### config.mk
export PLATFORM = sky130hd
export DESIGN_NAME = istr_mem
export DESIGN_NICKNAME = d
export VERILOG_FILES = /design/src/rtl/istr_pkg.sv /design/src/rtl/istr_elems.sv /design/src/rtl/istr_pool.sv /design/src/rtl/istr_mem.sv
export SDC_FILE = /design/constraint.sdc
export NUM_CORES = 1
export LEC_CHECK = 0
export BUFFER_PORTS_ARGS = -buffer_cell sky130_fd_sc_hd__buf_2
export CAP_MARGIN = 20
export CELL_PAD_IN_SITES_DETAIL_PLACEMENT = 0
export CELL_PAD_IN_SITES_GLOBAL_PLACEMENT = 1
export CORE_ASPECT_RATIO = 2
export CORE_MARGIN = 2
export CORE_UTILIZATION = 47
export CTS_CLUSTER_SIZE = 24
export DETAILED_ROUTE_END_ITERATION = 7
export MAX_ROUTING_LAYER = met4
export PLACE_DENSITY = 0.85
export SYNTH_ARGS = -nofsm -noshare
export SYNTH_HDL_FRONTEND = slang
export SYNTH_SLANG_ARGS = --single-unit
### constraint.sdc
create_clock -name clk -period 2.6 [get_ports clk]
set_clock_uncertainty 0.15 [all_clocks]
set_input_delay 0.52 -clock clk [delete_from_list [all_inputs] [get_ports clk]]
set_output_delay 0.52 -clock clk [all_outputs]
set_load 0.02 [all_outputs]
### src/rtl/istr_pkg.sv
package istr_pkg;
  typedef enum logic [1:0] {
    OP_IDLE  = 2'd0,
    OP_CLEAR = 2'd1,
    OP_WRITE = 2'd2,
    OP_READ  = 2'd3
  } istr_op_e;
endpackage

### src/rtl/istr_elems.sv
module istr_elems #(
  parameter int N_ELEM = 8,
  parameter int DW     = 8,
  parameter int PW     = 2,
  localparam int IW    = $clog2(N_ELEM)
) (
  input  logic          clk,
  input  logic          rst_n,
  input  logic          clr_en,
  input  logic [IW-1:0] clr_lo,
  input  logic [IW-1:0] clr_hi,
  input  logic          st_en,
  input  logic [IW-1:0] st_idx,
  input  logic [DW-1:0] st_data,
  input  logic          app_en,
  input  logic [IW-1:0] app_idx,
  input  logic [PW-1:0] app_ptr,
  input  logic [IW-1:0] a_idx,
  output logic          a_full,
  output logic          a_has,
  output logic [PW-1:0] a_head,
  output logic [PW-1:0] a_tail,
  input  logic [IW-1:0] b_idx,
  output logic          b_full,
  output logic          b_has,
  output logic [PW-1:0] b_tail,
  output logic [DW-1:0] b_data,
  input  logic [IW-1:0] d_idx,
  output logic [DW-1:0] d_data
);
  logic [N_ELEM-1:0] full_q, full_d, has_q, has_d;
  logic [PW-1:0]     head_q [N_ELEM];
  logic [PW-1:0]     head_d [N_ELEM];
  logic [PW-1:0]     tail_q [N_ELEM];
  logic [PW-1:0]     tail_d [N_ELEM];
  logic [DW-1:0]     mem_q  [N_ELEM];

  always_comb begin
    full_d = full_q;
    has_d  = has_q;
    head_d = head_q;
    tail_d = tail_q;
    for (int i = 0; i < N_ELEM; i++) begin
      if (clr_en && (IW'(i) >= clr_lo) && (IW'(i) <= clr_hi)) begin
        full_d[i] = 1'b0;
        has_d[i]  = 1'b0;
      end
    end
    if (st_en) begin
      full_d[st_idx] = 1'b1;
      has_d[st_idx]  = 1'b0;
    end
    if (app_en) begin
      tail_d[app_idx] = app_ptr;
      if (!has_q[app_idx]) begin
        head_d[app_idx] = app_ptr;
        has_d[app_idx]  = 1'b1;
      end
    end
  end

  always_ff @(posedge clk or negedge rst_n) begin
    if (!rst_n) begin
      full_q <= '0;
      has_q  <= '0;
      for (int i = 0; i < N_ELEM; i++) begin
        head_q[i] <= '0;
        tail_q[i] <= '0;
      end
    end else begin
      full_q <= full_d;
      has_q  <= has_d;
      head_q <= head_d;
      tail_q <= tail_d;
    end
  end

  always_ff @(posedge clk) begin
    if (st_en) mem_q[st_idx] <= st_data;
  end

  assign a_full = full_q[a_idx];
  assign a_has  = has_q[a_idx];
  assign a_head = head_q[a_idx];
  assign a_tail = tail_q[a_idx];
  assign b_full = full_q[b_idx];
  assign b_has  = has_q[b_idx];
  assign b_tail = tail_q[b_idx];
  assign b_data = mem_q[b_idx];
  assign d_data = mem_q[d_idx];


  store_sets_full_chk: assert property (@(posedge clk) disable iff (!rst_n)
    st_en && !clr_en |=> full_q[$past(st_idx)]);


  no_park_on_full_chk: assert property (@(posedge clk) disable iff (!rst_n)
    app_en |-> !full_q[app_idx]);
endmodule

### src/rtl/istr_pool.sv
module istr_pool #(
  parameter int N_POOL = 4,
  parameter int TW     = 4,
  parameter int IW     = 3,
  localparam int PW    = $clog2(N_POOL)
) (
  input  logic          clk,
  input  logic          rst_n,
  input  logic          alloc_en,
  input  logic [TW-1:0] alloc_tag,
  input  logic [IW-1:0] alloc_elem,
  output logic [PW-1:0] alloc_ptr,
  output logic          pool_full,
  input  logic          link_en,
  input  logic [PW-1:0] link_from,
  input  logic          rel_en,
  input  logic [PW-1:0] rel_ptr,
  output logic [TW-1:0] rel_tag,
  output logic [PW-1:0] rel_next,
  input  logic          clr_en,
  input  logic [IW-1:0] clr_lo,
  input  logic [IW-1:0] clr_hi
);
  logic [N_POOL-1:0] used_q, used_d;
  logic [TW-1:0]     tag_q  [N_POOL];
  logic [PW-1:0]     next_q [N_POOL];
  logic [IW-1:0]     elem_q [N_POOL];

  always_comb begin
    alloc_ptr = '0;
    for (int e = N_POOL - 1; e >= 0; e--) begin
      if (!used_q[e]) alloc_ptr = PW'(e);
    end
  end
  assign pool_full = &used_q;

  always_comb begin
    used_d = used_q;
    for (int e = 0; e < N_POOL; e++) begin
      if (clr_en && (elem_q[e] >= clr_lo) && (elem_q[e] <= clr_hi)) used_d[e] = 1'b0;
    end
    if (rel_en)   used_d[rel_ptr]   = 1'b0;
    if (alloc_en) used_d[alloc_ptr] = 1'b1;
  end

  always_ff @(posedge clk or negedge rst_n) begin
    if (!rst_n) used_q <= '0;
    else        used_q <= used_d;
  end

  always_ff @(posedge clk) begin
    if (alloc_en) begin
      tag_q[alloc_ptr]  <= alloc_tag;
      elem_q[alloc_ptr] <= alloc_elem;
    end
    if (link_en) next_q[link_from] <= alloc_ptr;
  end

  assign rel_tag  = tag_q[rel_ptr];
  assign rel_next = next_q[rel_ptr];


  no_alloc_when_full_chk: assert property (@(posedge clk) disable iff (!rst_n)
    alloc_en |-> !pool_full);


  release_live_entry_chk: assert property (@(posedge clk) disable iff (!rst_n)
    rel_en |-> used_q[rel_ptr]);
endmodule

### src/rtl/istr_mem.sv
module istr_mem #(
  parameter int N_ELEM = 8,
  parameter int DW     = 8,
  parameter int TW     = 4,
  parameter int N_POOL = 4,
  localparam int IW    = $clog2(N_ELEM),
  localparam int PW    = $clog2(N_POOL)
) (
  input  logic          clk,
  input  logic          rst_n,
  input  logic          clr_valid,
  output logic          clr_ready,
  input  logic [IW-1:0] clr_lo,
  input  logic [IW-1:0] clr_hi,
  input  logic          wr_valid,
  output logic          wr_ready,
  input  logic [IW-1:0] wr_idx,
  input  logic [DW-1:0] wr_data,
  output logic          wr_err,
  input  logic          rd_valid,
  output logic          rd_ready,
  input  logic [IW-1:0] rd_idx,
  input  logic [TW-1:0] rd_tag,
  output logic          resp_valid,
  input  logic          resp_ready,
  output logic [TW-1:0] resp_tag,
  output logic [DW-1:0] resp_data
);
  import istr_pkg::*;

  logic          a_full, a_has, b_full, b_has;
  logic [PW-1:0] a_head, a_tail, b_tail;
  logic [DW-1:0] b_data, d_data;
  logic [PW-1:0] alloc_ptr, rel_next;
  logic [TW-1:0] rel_tag;
  logic          pool_full;

  logic          drn_q, drn_d;
  logic [PW-1:0] drn_ptr_q, drn_ptr_d, drn_last_q, drn_last_d;
  logic [IW-1:0] drn_idx_q, drn_idx_d;
  logic          rv_q, rv_d, err_q, err_d;
  logic [TW-1:0] rt_q, rt_d;
  logic [DW-1:0] rdat_q, rdat_d;

  istr_op_e op;
  logic slot_free, hit_load, miss_park, st_en, wr_rej, drn_load;

  assign slot_free = !rv_q || resp_ready;
  assign clr_ready = !drn_q;
  assign wr_ready  = !drn_q && !clr_valid;
  assign rd_ready  = !drn_q && !clr_valid && !wr_valid && !pool_full && slot_free;

  always_comb begin
    op = OP_IDLE;
    if (clr_valid && clr_ready)      op = OP_CLEAR;
    else if (wr_valid && wr_ready)   op = OP_WRITE;
    else if (rd_valid && rd_ready)   op = OP_READ;
  end

  assign st_en     = (op == OP_WRITE) && !a_full;
  assign wr_rej    = (op == OP_WRITE) && a_full;
  assign hit_load  = (op == OP_READ) && b_full;
  assign miss_park = (op == OP_READ) && !b_full;
  assign drn_load  = drn_q && slot_free;

  istr_elems #(.N_ELEM(N_ELEM), .DW(DW), .PW(PW)) u_elems (
    .clk(clk), .rst_n(rst_n),
    .clr_en(op == OP_CLEAR), .clr_lo(clr_lo), .clr_hi(clr_hi),
    .st_en(st_en), .st_idx(wr_idx), .st_data(wr_data),
    .app_en(miss_park), .app_idx(rd_idx), .app_ptr(alloc_ptr),
    .a_idx(wr_idx), .a_full(a_full), .a_has(a_has), .a_head(a_head), .a_tail(a_tail),
    .b_idx(rd_idx), .b_full(b_full), .b_has(b_has), .b_tail(b_tail), .b_data(b_data),
    .d_idx(drn_idx_q), .d_data(d_data)
  );

  istr_pool #(.N_POOL(N_POOL), .TW(TW), .IW(IW)) u_pool (
    .clk(clk), .rst_n(rst_n),
    .alloc_en(miss_park), .alloc_tag(rd_tag), .alloc_elem(rd_idx),
    .alloc_ptr(alloc_ptr), .pool_full(pool_full),
    .link_en(miss_park && b_has), .link_from(b_tail),
    .rel_en(drn_load), .rel_ptr(drn_ptr_q), .rel_tag(rel_tag), .rel_next(rel_next),
    .clr_en(op == OP_CLEAR), .clr_lo(clr_lo), .clr_hi(clr_hi)
  );

  always_comb begin
    drn_d      = drn_q;
    drn_ptr_d  = drn_ptr_q;
    drn_last_d = drn_last_q;
    drn_idx_d  = drn_idx_q;
    rv_d       = rv_q;
    rt_d       = rt_q;
    rdat_d     = rdat_q;
    err_d      = wr_rej;
    if (st_en && a_has) begin
      drn_d      = 1'b1;
      drn_ptr_d  = a_head;
      drn_last_d = a_tail;
      drn_idx_d  = wr_idx;
    end
    if (hit_load) begin
      rv_d   = 1'b1;
      rt_d   = rd_tag;
      rdat_d = b_data;
    end else if (drn_load) begin
      rv_d      = 1'b1;
      rt_d      = rel_tag;
      rdat_d    = d_data;
      drn_ptr_d = rel_next;
      if (drn_ptr_q == drn_last_q) drn_d = 1'b0;
    end else if (resp_ready) begin
      rv_d = 1'b0;
    end
  end

  always_ff @(posedge clk or negedge rst_n) begin
    if (!rst_n) begin
      drn_q      <= 1'b0;
      drn_ptr_q  <= '0;
      drn_last_q <= '0;
      drn_idx_q  <= '0;
      rv_q       <= 1'b0;
      rt_q       <= '0;
      rdat_q     <= '0;
      err_q      <= 1'b0;
    end else begin
      drn_q      <= drn_d;
      drn_ptr_q  <= drn_ptr_d;
      drn_last_q <= drn_last_d;
      drn_idx_q  <= drn_idx_d;
      rv_q       <= rv_d;
      rt_q       <= rt_d;
      rdat_q     <= rdat_d;
      err_q      <= err_d;
    end
  end

  assign resp_valid = rv_q;
  assign resp_tag   = rt_q;
  assign resp_data  = rdat_q;
  assign wr_err     = err_q;


  resp_hold_chk: assert property (@(posedge clk) disable iff (!rst_n)
    resp_valid && !resp_ready |=> resp_valid && $stable(resp_tag) && $stable(resp_data));


  dup_write_err_chk: assert property (@(posedge clk) disable iff (!rst_n)
    wr_valid && wr_ready && a_full |=> wr_err);


  hit_answers_next_chk: assert property (@(posedge clk) disable iff (!rst_n)
    rd_valid && rd_ready && b_full |=> resp_valid && (resp_tag == $past(rd_tag)));


  drain_from_write_chk: assert property (@(posedge clk) disable iff (!rst_n)
    $rose(drn_q) |-> $past(wr_valid && wr_ready));


  one_source_chk: assert property (@(posedge clk) disable iff (!rst_n)
    $onehot0({hit_load, drn_load}));
endmodule

==> results of run 1 <==
-- placed cells by master (no fill, tap or decap), types with 3 or more instances in the layout --
master      synthesis  layout
a22oi_1             5       5
inv_1              19      18
buf_12              0       5
nand2b_1           11      11
buf_2               9      45
nand2_1            43      43
nor2_1             16      16
o21ai_0            22      22
clkbuf_16           0      17
a32oi_1             5       5
o21bai_1            5       5
nor3_1             12      10
mux2_2             43      43
a21o_1             10      10
a221oi_1            3       3
buf_4               0      71
nand3b_1            3       3
nor3_2              3       5
clkinv_4            0       4
ha_1               24      24
o221ai_1            6       6
nand3_1             9       9
nand4_1             8       8
nor2b_1            14      14
edfxtp_1          100     100
nor3b_1             4       3
or3_1               5       5
mux4_2             47      47
dfrtp_1            74      74
mux2i_1            21      21
clkinvlp_4          0       4
a21oi_1             9       9
-- kinds of logic after synthesis --
kind of cell	after synthesis	share of synthesized area, %
adders and majority gates	24	3.50
AOI/OAI and AO/OA	84	6.90
muxes	116	21.5
DFF	174	56.6
and+or+nand+nor	140	8.90
xor gates and xnor gates	2	0.204
buffers and inverters	48	2.32
-- worst max-delay path: cells and delay by family, from the launching register on --
kind                   cells  cell delay [ns]
buffers and inverters      3             0.52
AOI/OAI and AO/OA          1             0.31
DFF                        1             0.47
muxes                      1             0.30
and+or+nand+nor            2             0.40
-- final cells by class --
type	count	area, sq um	share of cell area (%)
Tap cell	213	267	2.63
Clock inverter	12	88.8	0.875
Multi-Input combinational cell	366	3550	35.0
Sequential cell	174	4850	47.8
Inverter	19	75.1	0.740
Timing Repair Buffer	122	868	8.55
Clock buffer	20	447	4.40
-- worst min-delay path by stage --
stage | from | endpoint | slack (ns) | depth (start not counted)
3_5_place_dp | resp_tag[3] | resp_tag[3] | 0.30 | 2
4_1_cts | rd_tag[3] | u_pool.tag_q[2][3] | 0.17 | 1
6_report | rd_tag[3] | u_pool.tag_q[2][3] | 0.18 | 1
5_1_grt | rd_tag[1] | u_pool.tag_q[1][1] | 0.17 | 1
2_1_floorplan | rst_n | drn_idx_q[0] | 0.07 | 0
3_3_place_gp | resp_tag[3] | resp_tag[3] | 0.30 | 2
-- registers in the layout, summed over array words and instances (netlist names) --
| signal | cells |
|---|---|
| u_elems.mem_q | 64 |
| u_elems.head_q | 16 |
| u_elems.tail_q | 16 |
| u_pool.tag_q | 16 |
| u_pool.elem_q | 12 |
| resp_data | 8 |
| u_elems.full_q | 8 |
| u_elems.has_q | 8 |
| u_pool.next_q | 8 |
| resp_tag | 4 |
| u_pool.used_q | 4 |
| drn_idx_q | 3 |
| drn_last_q | 2 |
| drn_ptr_q | 2 |
| drn_q | 1 |
| resp_valid | 1 |
| wr_err | 1 |
-- per-stage QoR --
| stage | area, sq um | setup WS (ns) | utilization (%) |
|---|---|---|---|
| 2_1_floorplan | 8610 | -0.152 | - |
| 3_3_place_gp | 9600 | -0.0716 | 54.0 |
| 3_5_place_dp | 9600 | -0.182 | 54.0 |
| 4_1_cts | 10100 | 0.0973 | 57.0 |
| 5_1_grt | 10200 | 0.0573 | 57.1 |
| 6_report | 10200 | 0.159 | 57.1 |
-- power breakdown --
group	switching, uW	total [uW]	internal, uW
Clock	1070	2320	1250
Combinational	959	1860	899
Sequential	408	3670	3260
Total	2440	7850	5410
-- metal layers --
metal  routed length (um)  share of wire [%]  vias to the layer above  global-route usage [%]
met1                 7520                 32                     2930                    23.8
met5                    0                  0                        -                       -
li1                     -                  -                     2524                       -
met4                 1530                6.6                        0                    16.3
met3                  823                3.5                       77                    4.47
met2                13400                 58                      181                    47.1
-- repair_timing --
| action | CTS | global route |
|---|---|---|
| setup endpoints to repair | 0 | 5 |
| gates resized for setup | 0 | 0 |
| buffers inserted | 0 | 1 |
| hold buffers | 1 | 0 |
| endpoints found under the hold margin | 74 | 0 |
==> metrics.log, run 1 <==
[metrics] run status: finished clean
[metrics] Core Box Area: 17800 sq um
[metrics] number of synthesized flops with an enable pin: 100
[metrics] area of the die: 19400 sq um
[metrics] crit path time final: 2.44 ns
[metrics] number of iterations in the first detailed-routing pass: 5
[metrics] most repeated cell in the gate-level netlist after synthesis: edfxtp_1
[metrics] initial antenna violation count: 0
[metrics] H-tree depth: 4
[metrics] Die Span Y: 195 um
[metrics] most used standard cells in the synthesized netlist: 100 x edfxtp_1, 74 x dfrtp_1, 47 x mux4_2
[metrics] first element of the critical path: u_elems.full_q[7]
[metrics] drt first-iter violations: 425
[metrics] top cells by area in the synthesized netlist: edfxtp_1 35%, dfrtp_1 22%, mux4_2 12%
[metrics] critical path required time: 2.58 ns
[metrics] largest net degree at the start of global routing: 75
[metrics] detailed-route via count: 5712
[metrics] Yosys top cell area share: 35.0%
[metrics] critical path class: flop to flop
[metrics] # clock sinks: 174
[metrics] TritonCTS clock tree: built
[metrics] Slew headroom: 46.8%
[metrics] sum of routed wire length over all layers: 23300 um
[metrics] aggregate global-route resource usage: 25.7%
[metrics] Crit path arrival time: 2.42 ns
[metrics] crit-path max FO: 7
[metrics] clock tree buffer depth: 2
[metrics] first-pass GRT wire length: 35400 um
[metrics] critical register-to-register path startpoint: u_elems.full_q[7]
[metrics] clock tree root buffer cell: clkbuf_16
[metrics] cell count after placement: 892
[metrics] Post-synth ARST share: 42.5%
[metrics] leakage dissipation: 0.00412 uW
[metrics] global route overflow: 0
[metrics] synth warn: 0
[metrics] cell repeated most along the worst path: buf_4
[metrics] worst reg-to-reg path cell count: 7
[metrics] starting density of the core: 48.2%
[metrics] net count reported at finish: 754
[metrics] Slowest cell on crit path: dfrtp_1
[metrics] total power density per cell area: 774 nW/um^2
[metrics] post-synthesis sequential area ratio: 56.6%
[metrics] category of the worst setup path capture point: flop
[metrics] Die X-Extent: 99.5 um
[metrics] detail-routed via count per cell: 6.17
[metrics] worst hold slack: 0.176 ns
[metrics] Skew-Pair Late Insertion Delay: 0.43 ns
[metrics] number of non-filler instances in the completed layout: 926
[metrics] cells after synthesis: 588
[metrics] Final Total Pwr: 7850 uW
[metrics] vias in the first global route: 6338
[metrics] cell-by-cell trace of the critical path: mux2_4 -> a222oi_1 -> buf_4 -> buf_4 -> nand3_1 -> nor2_1 -> buf_4
[metrics] Synth Flop Type: edfxtp_1
[metrics] maximum single-stage delay on the critical path: 0.47 ns
[metrics] setup_tns: 0 ns
[metrics] Synthesized Nets: 642
[metrics] total half-perimeter wirelength after legalization and detailed placement: 17600 um
[metrics] clock edge transition at the registers on the reported setup and hold paths: 0.06 ns
[metrics] endpoints failing setup: 0
[metrics] fraction of final layout cells with drive strength greater than 1: 36.3%
[metrics] area overhead of the layout relative to synthesis: 18.4%
[metrics] mean cell area of the mapped netlist: 14.6 sq um
[metrics] cts bufs inserted: 17
[metrics] antenna diode count: 0
[metrics] WL/cell: 25.1 um
[metrics] drc violations: 0
[metrics] endpoint of the worst setup timing path: u_elems.mem_q[7][5]
[metrics] number of distinct library cells after synthesis: 60
[metrics] total of flip-flops plus latches after synthesis: 174
[metrics] Critical Path Start Type: flop
[metrics] number of filler cells placed in the layout: 1443
[metrics] Port-buffer cells: 46
[metrics] path type of the worst min-delay path: input pin to flop
[metrics] final clock period utilization by the worst path: 93.9%
[metrics] leading area contributor after synthesis: edfxtp_1
[metrics] worst reg-to-reg setup slack: 0.16 ns
[metrics] RePlAce Congestion: 0.925
[metrics] transition time at the pin with the least slew margin: 0.797 ns
[metrics] maximum clock frequency: 0.410 GHz
[metrics] Hold Violations, Final: 0
[metrics] max-cap violation count: 0
[metrics] Post-Synthesis Cell Area: 8570 sq um
[metrics] number of top-level pins: 47
[metrics] post-detailed-route count of antenna-violating nets: 0
[metrics] highest ir drop seen on vdd: 0.000545 V
[metrics] RR Endpoint: u_elems.mem_q[7][5]
[metrics] RSZ-0062 raised after global routing: false
[metrics] number of pins exceeding their max-slew limit in the final report: 0
[metrics] number of placement rows: 69
Note: power is estimated with default switching activity, not from simulation.
==> run 2: changes to the inputs <==
MAX_ROUTING_LAYER = not set   (was met4)
==> metrics.log, run 2 (synthesis gave the netlist of run 1 again) <==
[metrics] final clock period utilization by the worst path: 94.8% (was 93.9%)
[metrics] area overhead of the layout relative to synthesis: 18.8% (was 18.4%)
[metrics] Skew-Pair Late Insertion Delay: 0.43 ns (about the same)
[metrics] starting density of the core: 48.2% (unchanged)
[metrics] Critical Path Start Type: flop (unchanged)
[metrics] Final Total Pwr: 8070 uW (was 7850 uW)
[metrics] category of the worst setup path capture point: flop (unchanged)
[metrics] Core Box Area: 17800 sq um (unchanged)
[metrics] max-cap violation count: 0 (unchanged)
[metrics] Hold Violations, Final: 2 (was 0)
[metrics] sum of routed wire length over all layers: 22800 um (was 23300 um)
[metrics] number of gates given a new drive strength after cts: 0 (unchanged)
[metrics] vias in the first global route: 6318 (was 6338)
[metrics] number of filler cells placed in the layout: 1399 (was 1443)
[metrics] kind of cell with the highest combined delay on the critical path: flip-flops (was buffers and inverters)
[metrics] number of iterations in the first detailed-routing pass: 5 (unchanged)
[metrics] total power density per cell area: 793 nW/um^2 (was 774 nW/um^2)
[metrics] drc violations: 0 (unchanged)
[metrics] maximum single-stage delay on the critical path: 0.47 ns (about the same)
[metrics] first-pass GRT wire length: 34600 um (was 35400 um)
[metrics] RSZ-0062 raised after global routing: false (unchanged)
[metrics] number of top-level pins: 47 (unchanged)
[metrics] detailed-route via count: 5718 (was 5712)
[metrics] fraction of final layout cells with drive strength greater than 1: 36.6% (was 36.3%)
[metrics] CTS Hold Bufs: 0 (was 1)
[metrics] post-detailed-route count of antenna-violating nets: 0 (unchanged)
[metrics] area of the die: 19400 sq um (unchanged)
[metrics] number of placement rows: 69 (unchanged)
[metrics] clock edge transition at the registers on the reported setup and hold paths: 0.06 ns (about the same)
[metrics] clock tree root buffer cell: clkbuf_16 (unchanged)
[metrics] cell repeated most along the worst path: buf_4 (unchanged)
[metrics] aggregate global-route resource usage: 24.3% (was 25.7%)
[metrics] net count reported at finish: 754 (unchanged)
[metrics] endpoints failing setup: 0 (unchanged)
[metrics] most common cell after layout, fill and taps aside: edfxtp_1 (unchanged)
[metrics] drt first-iter violations: 304 (was 425)
[metrics] violations in the final reports: hold timing
[metrics] RePlAce Congestion: 0.864 (was 0.925)
[metrics] Slew headroom: 47.6% (was 46.8%)
[metrics] highest ir drop seen on vdd: 0.000558 V (was 0.000545 V)
[metrics] global route overflow: 0 (unchanged)
[metrics] cts bufs inserted: 17 (unchanged)
[metrics] TritonCTS clock tree: built (unchanged)
[metrics] cell-by-cell trace of the critical path: mux2_4 -> a222oi_1 -> buf_4 -> nand3_1 -> nor2_1 -> buf_4 (was mux2_4 -> a222oi_1 -> buf_4 -> buf_4 -> nand3_1 -> nor2_1 -> buf_4)
[metrics] worst hold slack: -0.00370 ns (was 0.176 ns)
[metrics] crit-path max FO: 7 (unchanged)
[metrics] Crit path arrival time: 2.45 ns (was 2.42 ns)
[metrics] initial antenna violation count: 0 (unchanged)
[metrics] crit path time final: 2.47 ns (was 2.44 ns)
[metrics] register with the highest flop count: u_elems.mem_q (unchanged)
[metrics] most frequent cells in the layout: 100 x edfxtp_1, 74 x dfrtp_1, 74 x buf_4, 47 x mux4_2, 45 x buf_2 (was 100 x edfxtp_1, 74 x dfrtp_1, 71 x buf_4, 47 x mux4_2, 45 x buf_2)
[metrics] buffers plus inverters on the worst setup path: 2 (was 3)
[metrics] max FFs per register: 64 (unchanged)
[metrics] transition time at the pin with the least slew margin: 0.787 ns (was 0.797 ns)
[metrics] maximum clock frequency: 0.406 GHz (was 0.410 GHz)
[metrics] H-tree depth: 4 (unchanged)
[metrics] # clock sinks: 174 (unchanged)
[metrics] number of non-filler instances in the completed layout: 926 (unchanged)
[metrics] run status: finished with violations (was finished clean)
[metrics] antenna diode count: 0 (unchanged)
[metrics] total half-perimeter wirelength after legalization and detailed placement: 17600 um (about the same)
[metrics] critical path required time: 2.58 ns (about the same)
[metrics] Post-CTS Setup Inserts: 0 (unchanged)
[metrics] Die Span Y: 195 um (unchanged)
[metrics] detail-routed via count per cell: 6.17 (about the same)
[metrics] Slowest cell on crit path: dfrtp_1 (unchanged)
[metrics] critical path class: flop to flop (unchanged)
[metrics] Die X-Extent: 99.5 um (unchanged)
[metrics] leakage dissipation: 0.00414 uW (was 0.00412 uW)
[metrics] path type of the worst min-delay path: input pin to async pin (was input pin to flop)
[metrics] cell count after placement: 894 (was 892)
[metrics] Port-buffer cells: 46 (unchanged)
[metrics] largest net degree at the start of global routing: 56 (was 75)
[metrics] clock tree buffer depth: 2 (unchanged)
[metrics] number of pins exceeding their max-slew limit in the final report: 0 (unchanged)
[metrics] WL/cell: 24.6 um (was 25.1 um)
-- run 2: cell types whose count changed in the layout (fill, tap and decap cells not counted) --
cell and change:
clkinv_4 -3, clkinv_2 -2, buf_4 +3, bufinv_16 +2, dlygate4sd3_1 -1, inv_8 +2, clkinv_1 -1, inv_6 +2
buf_12 -2
-- run 2: layout make-up --
type                    instances  area (sq um)  share of cell area, %
inverters                      19          75.1                  0.737
repair buffers                122           841                   8.26
multi-input cells             366          3550                   34.9
flip-flops and latches        174          4850                   47.7
clock buffers                  20           447                   4.39
clock inverters                12           149                   1.46
well taps                     213           267                   2.62
-- run 2: where the power goes --
group | switching, uW | total, uW | internal (uW)
Combinational | 955 | 1850 | 897
Clock | 1100 | 2570 | 1470
Sequential | 392 | 3650 | 3260
-- run 2: per-layer routing --
metal | global-route usage [%] | wire length, um | vias to the layer above
li1 | - | - | 2527
met1 | 23.0 | 7220 | 2903
met2 | 45.9 | 13000 | 204
met3 | 4.01 | 866 | 84
met4 | 16.9 | 1680 | 0
met5 | 0 | 0 | -
-- run 2: stage by stage --
step                      setup TNS [ns]  worst slack (ns)  cell area (sq um)  utilization, %
after floorplan                    -7.90            -0.152               8610               -
after global placement            -0.113           -0.0111               9590            53.9
after detailed placement           -6.38            -0.147               9590            53.9
after CTS                              0             0.142              10200            57.3
after global routing                   0            0.0305              10200            57.3
final                                  0             0.135              10200            57.3
-- run 2: worst paths after layout --
check / end / slack (ns) / depth (start not counted) / start
setup / recovery: u_elems.mem_q[7][7] / 0.13 / 6 / u_elems.full_q[7]
hold / removal: u_elems.has_q[6] / -0.004 / 1 / rst_n
setup reg to reg: u_elems.mem_q[7][7] / 0.13 / 6 / u_elems.full_q[7]
hold reg to reg: resp_tag[3] / 0.32 / 2 / resp_tag[3]
max in group asynchronous: u_elems.has_q[1] / 1.70 / 2 / rst_n
min in group clk: u_pool.tag_q[3][3] / 0.19 / 1 / rd_tag[3]
